===== config.mk =====
export PLATFORM = sky130hd
export DESIGN_NAME = carry_alu
export DESIGN_NICKNAME = d
export VERILOG_FILES = /design/src/rtl/carry_alu_pkg.sv /design/src/rtl/alu_adder.sv /design/src/rtl/alu_bitops.sv /design/src/rtl/carry_alu.sv
export SDC_FILE = /design/constraint.sdc
export NUM_CORES = 1
export LEC_CHECK = 0
export BUFFER_PORTS_ARGS = -buffer_cell sky130_fd_sc_hd__buf_2
export CAP_MARGIN = 25
export CORE_MARGIN = 3
export CORE_UTILIZATION = 60
export DETAILED_ROUTE_END_ITERATION = 6
export GPL_ROUTABILITY_DRIVEN = 0
export PLACE_DENSITY = 0.95
export SYNTH_ARGS = -nofsm -noshare
export SYNTH_HDL_FRONTEND = slang
export SYNTH_SLANG_ARGS = --single-unit

===== constraint.sdc =====
create_clock -name clk -period 6.06 [get_ports clk]
set_input_delay 0.303 -clock clk [delete_from_list [all_inputs] [get_ports clk]]
set_output_delay 0.303 -clock clk [all_outputs]
set_load 0.01 [all_outputs]

===== src/rtl/carry_alu_pkg.sv =====
package carry_alu_pkg;
  typedef enum logic [3:0] {
    FN_ADD  = 4'd0,
    FN_SUB  = 4'd1,
    FN_AND  = 4'd2,
    FN_ANDN = 4'd3,
    FN_OR   = 4'd4,
    FN_XOR  = 4'd5,
    FN_NOT  = 4'd6,
    FN_INC  = 4'd7,
    FN_DEC  = 4'd8,
    FN_SRL  = 4'd9,
    FN_SRA  = 4'd10,
    FN_ROR  = 4'd11,
    FN_ROL  = 4'd12
  } alu_fn_e;
endpackage


===== src/rtl/alu_adder.sv =====
module alu_adder #(
  parameter int W = 16
) (
  input  logic [W-1:0] a,
  input  logic [W-1:0] b,
  input  logic         cin,
  output logic [W-1:0] sum,
  output logic         cout
);
  logic [W:0] full;
  always_comb begin
    full = {1'b0, a} + {1'b0, b} + {{W{1'b0}}, cin};
    sum  = full[W-1:0];
    cout = full[W];
  end
endmodule


===== src/rtl/alu_bitops.sv =====
module alu_bitops
  import carry_alu_pkg::*;
#(
  parameter int W = 16
) (
  input  logic [3:0]   fn,
  input  logic [W-1:0] b,
  input  logic [W-1:0] c,
  input  logic         fill_en,
  input  logic         fill_bit,
  output logic [W-1:0] res,
  output logic         shout
);
  always_comb begin
    res   = '0;
    shout = 1'b0;
    case (fn)
      FN_AND:  res = b & c;
      FN_ANDN: res = b & ~c;
      FN_OR:   res = b | c;
      FN_XOR:  res = b ^ c;
      FN_NOT:  res = ~b;
      FN_SRL: begin
        res   = {fill_en ? fill_bit : 1'b0, b[W-1:1]};
        shout = b[0];
      end
      FN_SRA: begin
        res   = {fill_en ? fill_bit : b[W-1], b[W-1:1]};
        shout = b[0];
      end
      FN_ROR:  res = {b[0], b[W-1:1]};
      FN_ROL:  res = {b[W-2:0], b[W-1]};
      default: res = '0;
    endcase
  end
endmodule


===== src/rtl/carry_alu.sv =====
module carry_alu
  import carry_alu_pkg::*;
#(
  parameter int W = 16
) (
  input  logic         clk,
  input  logic         rst,
  input  logic         op_valid,
  input  logic [3:0]   func,
  input  logic [W-1:0] opb,
  input  logic [W-1:0] opc,
  input  logic         keep_carry,
  output logic [W-1:0] result_o,
  output logic         carry_o
);
  logic         chain_q;
  logic [W-1:0] add_a, add_b, add_sum, bit_res, nxt_res;
  logic         add_ci, add_co, bit_co, nxt_co;

  alu_adder #(.W(W)) u_adder (
    .a(add_a), .b(add_b), .cin(add_ci), .sum(add_sum), .cout(add_co)
  );

  alu_bitops #(.W(W)) u_bitops (
    .fn(func), .b(opb), .c(opc), .fill_en(chain_q), .fill_bit(carry_o),
    .res(bit_res), .shout(bit_co)
  );

  always_comb begin
    add_a   = opb;
    add_b   = opc;
    add_ci  = 1'b0;
    nxt_res = bit_res;
    nxt_co  = bit_co;
    case (func)
      FN_ADD: begin
        add_ci  = chain_q & carry_o;
        nxt_res = add_sum;
        nxt_co  = add_co;
      end
      FN_SUB: begin
        add_b   = ~opc;
        add_ci  = chain_q ? carry_o : 1'b1;
        nxt_res = add_sum;
        nxt_co  = add_co;
      end
      FN_INC: begin
        add_b   = '0;
        add_ci  = 1'b1;
        nxt_res = add_sum;
        nxt_co  = add_co;
      end
      FN_DEC: begin
        // B-1 = ~(~B + 1)
        add_a   = ~opb;
        add_b   = '0;
        add_ci  = 1'b1;
        nxt_res = ~add_sum;
        nxt_co  = ~add_co;
      end
      default: ;
    endcase
  end

  always_ff @(posedge clk) begin
    if (rst) begin
      result_o <= '0;
      carry_o  <= 1'b0;
      chain_q  <= 1'b0;
    end else if (op_valid) begin
      result_o <= nxt_res;
      carry_o  <= keep_carry & nxt_co;
      chain_q  <= keep_carry;
    end
  end


  reset_clear_chk: assert property (@(posedge clk)
    rst |=> (result_o == '0) && !carry_o);


  carry_cleared_chk: assert property (@(posedge clk) disable iff (rst)
    (op_valid && !keep_carry) |=> !carry_o);


  idle_hold_chk: assert property (@(posedge clk) disable iff (rst)
    !op_valid |=> $stable(result_o) && $stable(carry_o));


  rol_result_chk: assert property (@(posedge clk) disable iff (rst)
    (op_valid && func == FN_ROL) |=>
      result_o == {$past(opb[W-2:0]), $past(opb[W-1])});


  not_result_chk: assert property (@(posedge clk) disable iff (rst)
    (op_valid && func == FN_NOT) |=> result_o == ~$past(opb));
endmodule


## After elaboration in Yosys (flattened, before gate mapping)

Index checks and enable logic that the tools add are counted.

| storage, ports and cells | value |
|---|---|
| register bits | 18 |
| bits of input ports | 40 |
| output and inout port bits | 17 |
| word-level logic and storage cells | 41 |

| cells by class | value |
|---|---|
| add/sub/neg operators | 2 |
| eq/ne operators | 12 |
| multiplexer cells | 10 |
| bitwise gates (word level) | 10 |
| reduce and logical (&&, ||, !) cells | 4 |

Operators with widths:

| kind | count |
|---|---|
| one-hot mux 16 bit (9 select lines) | 1 |
| one-hot mux 16 bit (2 select lines) | 2 |
| NOT 16 bit | 3 |
| bitwise AND 16 bit | 2 |
| == test 4 bit (second input constant) | 5 |
| adder 16 x 16 -> 17 bit | 1 |
| adder 17 x 1 -> 17 bit | 1 |
| == test 4 x 3 -> 1 bit (second input constant) | 4 |
| 2-to-1 mux 16 bit | 1 |
| OR 16 bit | 1 |
| XOR 16 bit | 1 |
| == test 4 x 2 -> 1 bit (second input constant) | 2 |
| == test 4 x 1 -> 1 bit (second input constant) | 1 |
| zero test 4 bit | 1 |
| 2-to-1 mux 1 bit | 4 |
| OR reduction 2 bit | 2 |
| one-hot mux 1 bit (3 select lines) | 1 |
| OR reduction 3 bit | 1 |
| bitwise AND 1 bit | 2 |
| one-hot mux 1 bit (2 select lines) | 1 |
| NOT 1 bit | 1 |

## Longest topological paths before layout

Gate-level depths: netlist of run 1.

| depth | value |
|---|---|
| depth in word-level cells | 8 |
| mapped depth | 14 |

## Modules after synthesis

From an unflattened synthesis of run 1, not the netlist that was laid out.

| unflattened totals | value |
|---|---|
| cell total of the unflattened synthesis | 476 |
| area, all modules | 3434.5 sq um |

By module, submodules not included:

| module | times used | cells each | area each (sq um) |
|---|---|---|---|
| alu_bitops | 1 | 214 | 1380.1 |
| carry_alu | 1 | 173 | 1321.3 |
| alu_adder | 1 | 89 | 733.2 |

## Worst setup path before layout of run 1

Ideal clock, no wire load.

| path | value |
|---|---|
| path kind | in2reg |
| from | input port func[2] |
| to | register result_o[14] |
| library setup time | 73 ps |
| arrival time | 3658 ps |
| path slack | 2329 ps |
| stages | 14 |
| cell sequence | buf_2 nor2b_1 a32oi_1 clkbuf_1 a21oi_1 fa_1 fa_1 nand2b_1 a21oi_2 o211ai_2 o21ai_2 mux2_4 or4_4 o211ai_2 |

| between the ends | value |
|---|---|
| longest elaborated chain between the ends | 7 |
| elaborated cells on any way between the ends | 23 |

RTL lines:

| element | line | text |
|---|---|---|
| start, declared | carry_alu.sv:9 | `input logic [3:0] func,` |
| == test 4 bit or == test 4 x 3 -> 1 bit (tied branches) | carry_alu.sv:35 | `case (func)` |
| OR reduction 2 bit (no line) | - |  |
| one-hot mux 16 bit (2 select lines) | carry_alu.sv:35 |  |
| adder 16 x 16 -> 17 bit | alu_adder.sv:12 | `full = {1'b0, a} + {1'b0, b} + {{W{1'b0}}, cin};` |
| adder 17 x 1 -> 17 bit | alu_adder.sv:12 |  |
| NOT 16 bit | carry_alu.sv:58 | `nxt_res = ~add_sum;` |
| one-hot mux 16 bit (2 select lines) * | carry_alu.sv:35 |  |
| end signal, assigned | carry_alu.sv:71 | `result_o <= nxt_res;` |
| end, declared | carry_alu.sv:13 | `output logic [W-1:0] result_o,` |

Mark *: on every way between the ends. The rest lies on a longest branch, timed or not.
A chain may end at the register's enable or synchronous reset.

## Worst setup path in the final report of run 1

| path | value |
|---|---|
| from | input port func[0] |
| to | register result_o[14] |

The elaborated chain is that of the path after synthesis.

==> results.md, run 1 <==
* Power share of the clock group at 0.177
* Crit-path max FO at 32
* Final Skew at between 3 and 4 ps
* Initial antenna violation count at 0
* Chip Height at just under 80 um
* GRT busiest layer: met2
* Post-synthesis cell count at 441
* Least-Margin Pin Slew at slightly below 800 ps
* Port Buf Inserts at 56
* Synth warn at 0
* Pwr dens at between 150 and 200 nW/um^2
* Post-synthesis area per instance at about 7 um^2
* Total CTS buffers at 3
* CTS Sinks at 18
* DRT Pass-1 Iters at 5
* CP max-delay cell: nand3_1
* Switching pwr at between 0.2 and 0.25 mW
* Post-synth EDFFs at 0
* Crit path largest cell delay at between 600 and 700 ps
* Setup TNS at 0 ps
* Primary FF master, synth: dfxtp_1
* Synthesis-to-layout area growth at 11.5%
* Grt met2 use at 0.491
* Post-route ant nets at 0
* P_int at 0.303 mW
* Pleak at roughly 1.6 nW
* DR vias at ~3500
* Vias per Instance at between 6 and 7
* Status: completed
* Final setup violating endpoints at 0
* Max cap viols at 0
* Post-cts resize count at 0
* Power after layout at 0.540 mW
* First-pass GRT wire length at 15.1 mm
* H-tree depth at 1
* Total gr overflow at 0
* Sequential power share at 0.250
* Largest net degree at the start of global routing at 36
* Startpoint Class: input pin
* Hold crit path type: input pin to register
* Critical path arrival at approximately 4300 ps
* Crit share post-route at 0.671
* CTS tree: done
* Distinct cell type count of the synthesized netlist at 53
* Post-Route WL at 9.12 mm
* #FFs+latches synth at 18
* Critical path endpoint category: register
* Full die area at 6140 um^2
* Root buf cell: clkbuf_8
* Layout net count at between 500 and 600
* Net count after synthesis at around 510
* Starting density of the core at 0.644
* Core area at about 4900 um^2
* Ant diodes at 0
* WS Path Type: input pin to register
* Layout cells sized above 1 at 0.168
* Minimum clock period at roughly 4000 ps
* Post-synth ARST share at 0
* Post-CTS setup buffer count at 0
* Vias in the first global route at 3313
* Pre-CTS setup slack at approximately 1500 ps
* Die Wd at between 70 and 80 um
* Rel. slew slack at 0.477
* Clk Latency, worst-skew pair at approximately 260 ps
* GRT Total Usage at 0.294
* Row count at 25
* Fmax at between 200 and 250 MHz
* Hpwl dp at about 6.7 mm
* Mapped Area at between 3000 and 4000 um^2
* Sequential fraction of the synthesis area at 0.115
* Clock slew seen by the registers of the worst setup and hold paths at 80 ps
* Drt wl/cell at approximately 17 um
* RSZ-0062 raised after global routing: no
* Initial DRC Count at around 340
* Crit path max-delay family: simple AND/OR/NAND/NOR gates
* Critical-path cell list: buf_2, nand3_1, nor2_1, a21oi_1, fa_1, fa_1, nand2b_1, a21oi_2, o211ai_2, o21ai_2, mux2_4, or4_4, o211ai_2
* Clock Tree Buf Depth at 2
* DRC Markers at 0
* Flop-to-flop setup slack at approximately 2700 ps
* GRT met1 Usage at 0.373
* Sw Ratio at 0.438
* Combinational share of power at 0.573
* Max VDD drop at between 0.0001 and 0.00015 V
* Pins Over Slew Limit at 0
* Fin worst setup slack at about 2000 ps
* Cts hold-fix bufs at 0
* WP buf/inv at 1
* Req. time, crit path at about 6300 ps
* # IOs at between 50 and 60
* Met3 GRT Util at 0.0470
* Hold Vio Cnt, Final at 0
[worst register-to-register path, delay by kind of cell (launching register included)]
family	cells	cell delay, ps
flip-flops	1	410
AND/OR/NAND/NOR	2	600
adder cells (fa/ha/maj)	2	810
AO/OA/AOI/OAI	6	1020
multiplexers	2	430
[Yosys cell counts, drive strengths merged (2+ instances only)]
library cell	n	area share
a32oi	4	0.011
nand4	2	0.0040
inv	37	0.044
a31oi	2	0.0040
a221o	7	0.022
a21o	3	0.0072
a221oi	5	0.014
nor3	2	0.0032
and3	3	0.0064
buf	16	0.026
fa	2	0.013
nor2	34	0.041
o32ai	2	0.0056
nand3b	2	0.0048
o21ai	50	0.081
o211ai	5	0.017
nand3	19	0.030
mux2i	14	0.045
o2111ai	5	0.014
nand2	44	0.053
a211oi	25	0.060
xnor2	22	0.061
dfxtp	18	0.11
o21bai	3	0.0072
xor2	24	0.067
a21oi	22	0.039
o22ai	3	0.0060
nor2b	4	0.0080
ha	31	0.12
clkbuf	9	0.011
or2	2	0.0040
and2	2	0.0040
nand2b	6	0.012
[metrics by stage]
step	util	instances	area, um^2	hold slack (ps)
detailed placement	0.706	545	3450	477
global placement	0.702	543	3420	472
global route	0.718	549	3500	328
CTS	0.715	548	3490	306
finish	0.718	549	3500	305
floorplan	-	441	3140	450
[cell families after synthesis]
group | share of synthesized area
AO/OA/AOI/OAI | 0.308
AND/OR/NAND/NOR | 0.183
buffers and inverters | 0.0808
XOR/XNOR | 0.128
adder cells (fa/ha/maj) | 0.136
flip-flops | 0.115
multiplexers | 0.0494
[sequential cells by signal (all words and copies together) (netlist names)]
name / flops
chain_q: 1
result_o: 16
carry_o: 1
[power groups by stage]
stage,combinational (mW),clock [mW],sequential (mW)
floorplan,0.220,0,0.142
global placement,0.289,0,0.137
detailed placement,0.302,0,0.138
CTS,0.304,0.0940,0.135
global route,0.341,0.100,0.136
finish,0.309,0.0954,0.135
[worst paths after layout]
path,start,end,depth (start not counted)
setup / recovery,func[0],result_o[14],13
hold / removal,keep_carry,chain_q,3
setup reg to reg,chain_q,result_o[14],12
hold reg to reg,result_o[0],result_o[0],2
[placed cells by master (no fill, tap or decap), types with 14 or more instances in the layout]
cell | synthesis | layout
buf_2 | 14 | 56
o21ai_0 | 49 | 49
nand2_1 | 44 | 44
inv_1 | 36 | 36
nor2_1 | 34 | 33
ha_1 | 31 | 31
a211oi_1 | 25 | 25
xor2_1 | 24 | 24
xnor2_1 | 22 | 22
nand3_1 | 19 | 19
a21oi_1 | 19 | 19
dfxtp_1 | 18 | 18
mux2i_1 | 14 | 14
[area by class of cell]
class | instances | area [um^2]
multi-input combinational | 361 | 2530
clock buffer | 3 | 41.3
sequential | 18 | 360
timing repair buffer | 63 | 348
tap | 67 | 83.8
inverter | 37 | 139
fill | 386 | 1380
[layer usage]
metal	up-vias	part of all wire
met5	-	0
met4	0	0.026
met3	30	0.091
met2	211	0.47
met1	1618	0.42
li1	1672	-
Note: power is estimated with default switching activity, not from simulation.
==> inputs of run 2 (changes only) <==
--- a/config.mk
+++ b/config.mk
@@ -5,13 +5,14 @@
 export SDC_FILE = /design/constraint.sdc
 export NUM_CORES = 1
 export LEC_CHECK = 0
+export ABC_AREA = 1
 export BUFFER_PORTS_ARGS = -buffer_cell sky130_fd_sc_hd__buf_2
 export CAP_MARGIN = 25
 export CORE_MARGIN = 3
-export CORE_UTILIZATION = 60
+export CORE_UTILIZATION = 53
 export DETAILED_ROUTE_END_ITERATION = 6
 export GPL_ROUTABILITY_DRIVEN = 0
-export PLACE_DENSITY = 0.95
+export PLACE_DENSITY = 0.9
 export SYNTH_ARGS = -nofsm -noshare
 export SYNTH_HDL_FRONTEND = slang
 export SYNTH_SLANG_ARGS = --single-unit
==> constraint.sdc (replaced) <==
create_clock -name clk -period 3.6 [get_ports clk]
set_input_delay 0.18 -clock clk [delete_from_list [all_inputs] [get_ports clk]]
set_output_delay 0.18 -clock clk [all_outputs]
set_load 0.01 [all_outputs]
==> run 2 against run 1 <==
Clock skew down 0.59 ps. Cell area grew 12%. Non-clock buffer count down 3. Cell count increased by 40%. Critical path depth increased by 4. Critical endpoint is now result_o[12]. Largest power group unchanged.
==> results.md, run 2 <==
* Hold crit path type: input pin to register
* Setup TNS at 0 ps
* DRC Markers at 0
* Vias in the first global route at around 4300
* Area post-placement at 3860 um^2
* Port Buf Inserts at 56
* Combinational share of power at 0.595
* Least-Margin Pin Slew at roughly 760 ps
* WS Path Type: register to register
* Layout net count at roughly 770
* Crit path largest cell delay at about 430 ps
* # IOs at 57
* Post-Route WL at 10.8 mm
* Cell taking the most area after synthesis: nand2_1
* H-tree depth at 1
* Hpwl dp at between 8 and 9 mm
* Count leader, synth: nand2_1
* CP max-delay cell: dfxtp_1
* Chip Height at approximately 88 um
* Die Wd at approximately 88 um
* Rel. slew slack at 0.491
* Req. time, crit path at 3760 ps
* Hold Vio Cnt, Final at 0
* Switching pwr at between 0.4 and 0.5 mW
* Post-synthesis area per instance at roughly 5.5 um^2
* DRT Pass-1 Iters at 6
* Final setup violating endpoints at 0
* Post-route cell area at about 4000 um^2
* R2R cell count at 17
* Pleak at between 2 and 2.5 nW
* First-pass GRT wire length at 18.4 mm
* P_int at approximately 0.51 mW
* Synthesis-to-layout area growth at 9.97%
* Largest net degree at the start of global routing at 30
* Layout Utilization at 0.610
* DR vias at about 4500
* Clock Tree Buf Depth at 2
* Post-synthesis cell count at around 650
* Max reg flops at 16
* Max cap viols at 0
* Row count at 29
* Worst setup path start: carry_o
* Net count after synthesis at about 700
* GRT Total Usage at 0.288
* Distinct cell type count of the synthesized netlist at 35
* Top post-synthesis cells by area: nand2_1, inv_1, ha_1, nor2_1, dfxtp_1
* Startpoint Class: register
* Most used cell, CP: nand2_1
* Core area at around 6400 um^2
* Clock slew seen by the registers of the worst setup and hold paths at about 70 ps
* Reg with most FFs: result_o
* Status: completed
* Full die area at between 7000 and 8000 um^2
* Initial antenna violation count at 0
* Post-synth ARST share at 0
* Cts hold-fix bufs at 0
* Hold path startpoint: keep_carry
* RSZ-0062 raised after global routing: no
* Vias per Instance at roughly 5.8
* Sw Ratio at 0.467
* Power after layout at 0.956 mW
* CTS Sinks at 18
* Biggest regs: result_o x16, carry_o x1, chain_q x1
* Drt wl/cell at roughly 14 um
* Minimum clock period at approximately 2800 ps
* Post-CTS setup buffer count at 0
* Primary FF master, synth: dfxtp_1
* Layout cells sized above 1 at 0.120
* Post-cts resize count at 0
* # fillers at just over 600
* Final Skew at between 2 and 3 ps
* Clk Latency, worst-skew pair at between 200 and 300 ps
* Total CTS buffers at 3
* #FFs+latches synth at 18
* Crit share post-route at 0.787
* Power share of the clock group at 0.171
* Critical path endpoint category: register
* Commonest non-fill, non-tap cell in the layout: nand2_1
* Crit-path max FO at 4
* Max VDD drop at 0.000194 V
* Sequential fraction of the synthesis area at 0.101
* Fmax at roughly 350 MHz
* Pwr dens at ~240 nW/um^2
* Ant diodes at 0
* CTS tree: done
* Critical path arrival at 2990 ps
* Mapped Area at 3560 um^2
* Yosys top cell area share at 0.157
* Critical-path cell list: nand2_1, nor4_1, nor3_1, fa_1, fa_1, inv_1, nand3_1, nand2_1, nand2_1, nand2_1, nand2_1, nand2_1, nand2_1, nand3_1, nand3_1, nand2_1, inv_1
* Sequential power share at 0.234
* Top post-synthesis cells by count: nand2_1, inv_1, nor2_1, nand3_1
* Pins Over Slew Limit at 0
* Commonest non-fill, non-tap cells in the layout: nand2_1, inv_1, nor2_1
* Starting density of the core at 0.555
* Synth warn at 0
* Root buf cell: clkbuf_8
* Initial DRC Count at 396
* Worst r2r src: carry_o
* Post-route ant nets at 0
* Hold path depth at 3
* Post-synth EDFFs at 0
* Total gr overflow at 0
run 2: final timing paths:
check             slack, ps      endpoint
hold / removal          200       chain_q
setup reg to reg        770  result_o[12]
setup / recovery        770  result_o[12]
hold reg to reg         510   result_o[5]
run 2: through the flow:
stage	hold WS (ps)	instances	setup slack, ps
2_1_floorplan	340	647	842
3_3_place_gp	464	766	669
3_5_place_dp	464	766	567
4_1_cts	199	770	805
5_1_grt	206	770	446
6_report	202	770	768
run 2: power groups by stage:
stage / clock (mW) / combinational [mW] / sequential [mW]
6_report: 0.164 / 0.569 / 0.224
4_1_cts: 0.164 / 0.557 / 0.224
3_5_place_dp: 0 / 0.553 / 0.228
5_1_grt: 0.174 / 0.645 / 0.226
3_3_place_gp: 0 / 0.530 / 0.228
2_1_floorplan: 0 / 0.391 / 0.236
run 2: area by class of cell:
type	count	area, um^2	share of cell area
Tap cell	77	96.3	0.0246
Sequential cell	18	360	0.0920
Inverter	109	410	0.105
Multi-Input combinational cell	502	2690	0.686
Timing Repair Buffer	60	310	0.0792
Clock buffer	4	55.1	0.0140
run 2: cells by family after synthesis:
| family | synth area share |
|---|---|
| AO/OA/AOI/OAI | 0.152 |
| AND/OR/NAND/NOR | 0.410 |
| adder cells (fa/ha/maj) | 0.120 |
| buffers and inverters | 0.145 |
| flip-flops | 0.101 |
| XOR/XNOR | 0.0713 |
run 2: routing by layer:
layer,global-route usage,part of all wire,vias up
met5,0,0,-
met1,0.344,0.40,1969
met4,0.167,0.057,0
li1,-,-,2161
met2,0.492,0.46,269
met3,0.0348,0.080,60
run 2: critical path, delay by kind of cell, from the launching register on:
family | cells | cell delay [ps]
adder cells (fa/ha/maj) | 2 | 850
buffers and inverters | 2 | 120
flip-flops | 1 | 430
AND/OR/NAND/NOR | 13 | 1340
==> inputs of run 3 (changes only) <==
--- a/config.mk
+++ b/config.mk
@@ -9,10 +9,10 @@
 export BUFFER_PORTS_ARGS = -buffer_cell sky130_fd_sc_hd__buf_2
 export CAP_MARGIN = 25
 export CORE_MARGIN = 3
-export CORE_UTILIZATION = 53
+export CORE_UTILIZATION = 59
 export DETAILED_ROUTE_END_ITERATION = 6
 export GPL_ROUTABILITY_DRIVEN = 0
-export PLACE_DENSITY = 0.9
+export PLACE_DENSITY = 0.95
 export SYNTH_ARGS = -nofsm -noshare
 export SYNTH_HDL_FRONTEND = slang
 export SYNTH_SLANG_ARGS = --single-unit
==> constraint.sdc (replaced) <==
create_clock -name clk -period 2.91 [get_ports clk]
set_input_delay 0.1455 -clock clk [delete_from_list [all_inputs] [get_ports clk]]
set_output_delay 0.1455 -clock clk [all_outputs]
set_load 0.01 [all_outputs]
==> run 3 against run 2 <==
Via count increased by 2.8%. Critical path type unchanged. Clock-buffer cell count is the same. Largest power group unchanged. Highest routed layer unchanged. Combinational power grew 27%.
==> results.md, run 3 (same netlist as run 2, synthesis figures left out) <==
* Post-route ant nets at 0
* Starting density of the core at 0.628
* Synthesis-to-layout area growth at 11.7%
* First-pass GRT wire length at 18.9 mm
* Post-Route WL at about 11 mm
* Vias in the first global route at 4373
* Commonest non-fill, non-tap cells in the layout: nand2_1, inv_1, nor2_1
* CTS tree: done
* CP max-delay cell: fa_1
* Req. time, crit path at between 3000 and 4000 ps
* Setup TNS at 0 ps
* WP buf/inv at 2
* Cts hold-fix bufs at 0
* Full die area at between 7000 and 8000 um^2
* Pre-CTS setup slack at -23.9 ps
* Port Buf Inserts at 56
* Critical-path cell list: nand2_2, nor4_4, nor3_1, fa_1, fa_2, inv_1, nand3_1, nand2_1, nand2_1, nand2_1, nand2_1, nand2_1, nand2_1, nand3_1, nand3_1, nand2_1, inv_1
* Core area at around 5700 um^2
* Initial DRC Count at 582
* Most used cell, CP: nand2_1
* Least-Margin Pin Slew at 772 ps
* Crit path largest cell delay at 420 ps
* Fin worst setup slack at between 150 and 200 ps
* Max reg flops at 16
* # IOs at 57
* GRT Total Usage at 0.315
* Die Wd at around 84 um
* Hold crit path type: input pin to register
* Pwr dens at 303 nW/um^2
* Hpwl dp at between 8 and 9 mm
* Total CTS buffers at 3
* Crit share post-route at 0.948
* Startpoint Class: register
* Total gr overflow at 0
* Status: completed
* DRC Markers at 0
* Critical path arrival at slightly below 3000 ps
* Row count at 27
* Ant diodes at 0
* DRT Pass-1 Iters at 5
* Final Skew at slightly above 0.9 ps
* DR vias at 4585
* Fmax at approximately 360 MHz
* Layout cells sized above 1 at 0.135
* Clock Tree Buf Depth at 2
* Largest net degree at the start of global routing at 30
* Critical path endpoint category: register
* WS Path Type: register to register
* Root buf cell: clkbuf_8
* Initial antenna violation count at 0
* H-tree depth at 1
* Max cap viols at 0
* Commonest non-fill, non-tap cell in the layout: nand2_1
* Minimum clock period at roughly 2800 ps
* Vias per Instance at about 6.0
* Pins Over Slew Limit at 0
* CTS Sinks at 18
* Final setup violating endpoints at 0
* Post-CTS setup buffer count at 0
* Pleak at between 2 and 2.5 nW
* Max VDD drop at about 0.00025 V
* Crit path max-delay family: simple AND/OR/NAND/NOR gates
* Clk Latency, worst-skew pair at 250 ps
* Biggest regs: result_o x16, carry_o x1, chain_q x1
* Rel. slew slack at 0.485
* Layout net count at 772
* Drt wl/cell at 14.8 um
* Crit-path max FO at 4
* Chip Height at 83.7 um
* Reg with most FFs: result_o
* Hold Vio Cnt, Final at 0
* Clock slew seen by the registers of the worst setup and hold paths at 70 ps
-- run 3: cell types whose count changed in the layout (fill, tap and decap cells not counted), sizes merged --
| cell | change |
|---|---|
| buf | +5 |
-- run 3: layout make-up --
cell class | instances | area, um^2
well taps | 72 | 90.1
fillers | 493 | 1700
flip-flops and latches | 18 | 362
multi-input cells | 502 | 2710
clock buffers | 4 | 55.1
inverters | 109 | 410
repair buffers | 65 | 348
-- run 3: path summary, 6_finish.rpt --
path	slack [ps]	start	to	depth (start not counted)
hold / removal	180	keep_carry	chain_q	3
hold reg to reg	500	carry_o	carry_o	2
setup / recovery	150	carry_o	result_o[12]	17
setup reg to reg	150	carry_o	result_o[12]	17
-- run 3: power breakdown --
group          switching (mW)  internal [mW]  leakage [nW]
Combinational           0.474          0.252          2.13
Sequential             0.0103          0.267         0.149
Clock                  0.0839          0.120        0.0288
Total                   0.568          0.639          2.31
-- run 3: metal layers --
layer	vias to the layer above	track usage	share of wire
met1	2027	0.372	0.37
li1	2167	-	-
met3	66	0.0336	0.11
met4	0	0.203	0.064
met5	-	0	0
met2	325	0.537	0.46
-- run 3: worst min-delay path: stages --
cell and delay [ps]:
buf_2 90, nand2_1 80, a21oi_1 70
-- run 3: timing repair --
item,in CTS,in global routing
gates resized for setup,1,6
hold endpoints to repair,0,0
setup endpoints to repair,2,7
-- run 3: per-stage QoR --
step / hold slack (ps) / std cells / total power, mW / util / area [um^2]
finish: 180 / 770 / 1.21 / 0.701 / 3980
global placement: 429 / 766 / 0.943 / 0.686 / 3890
global route: 198 / 770 / 1.31 / 0.701 / 3980
floorplan: 305 / 647 / 0.775 / - / 3560
detailed placement: 451 / 766 / 0.974 / 0.686 / 3890
CTS: 182 / 770 / 1.18 / 0.697 / 3960
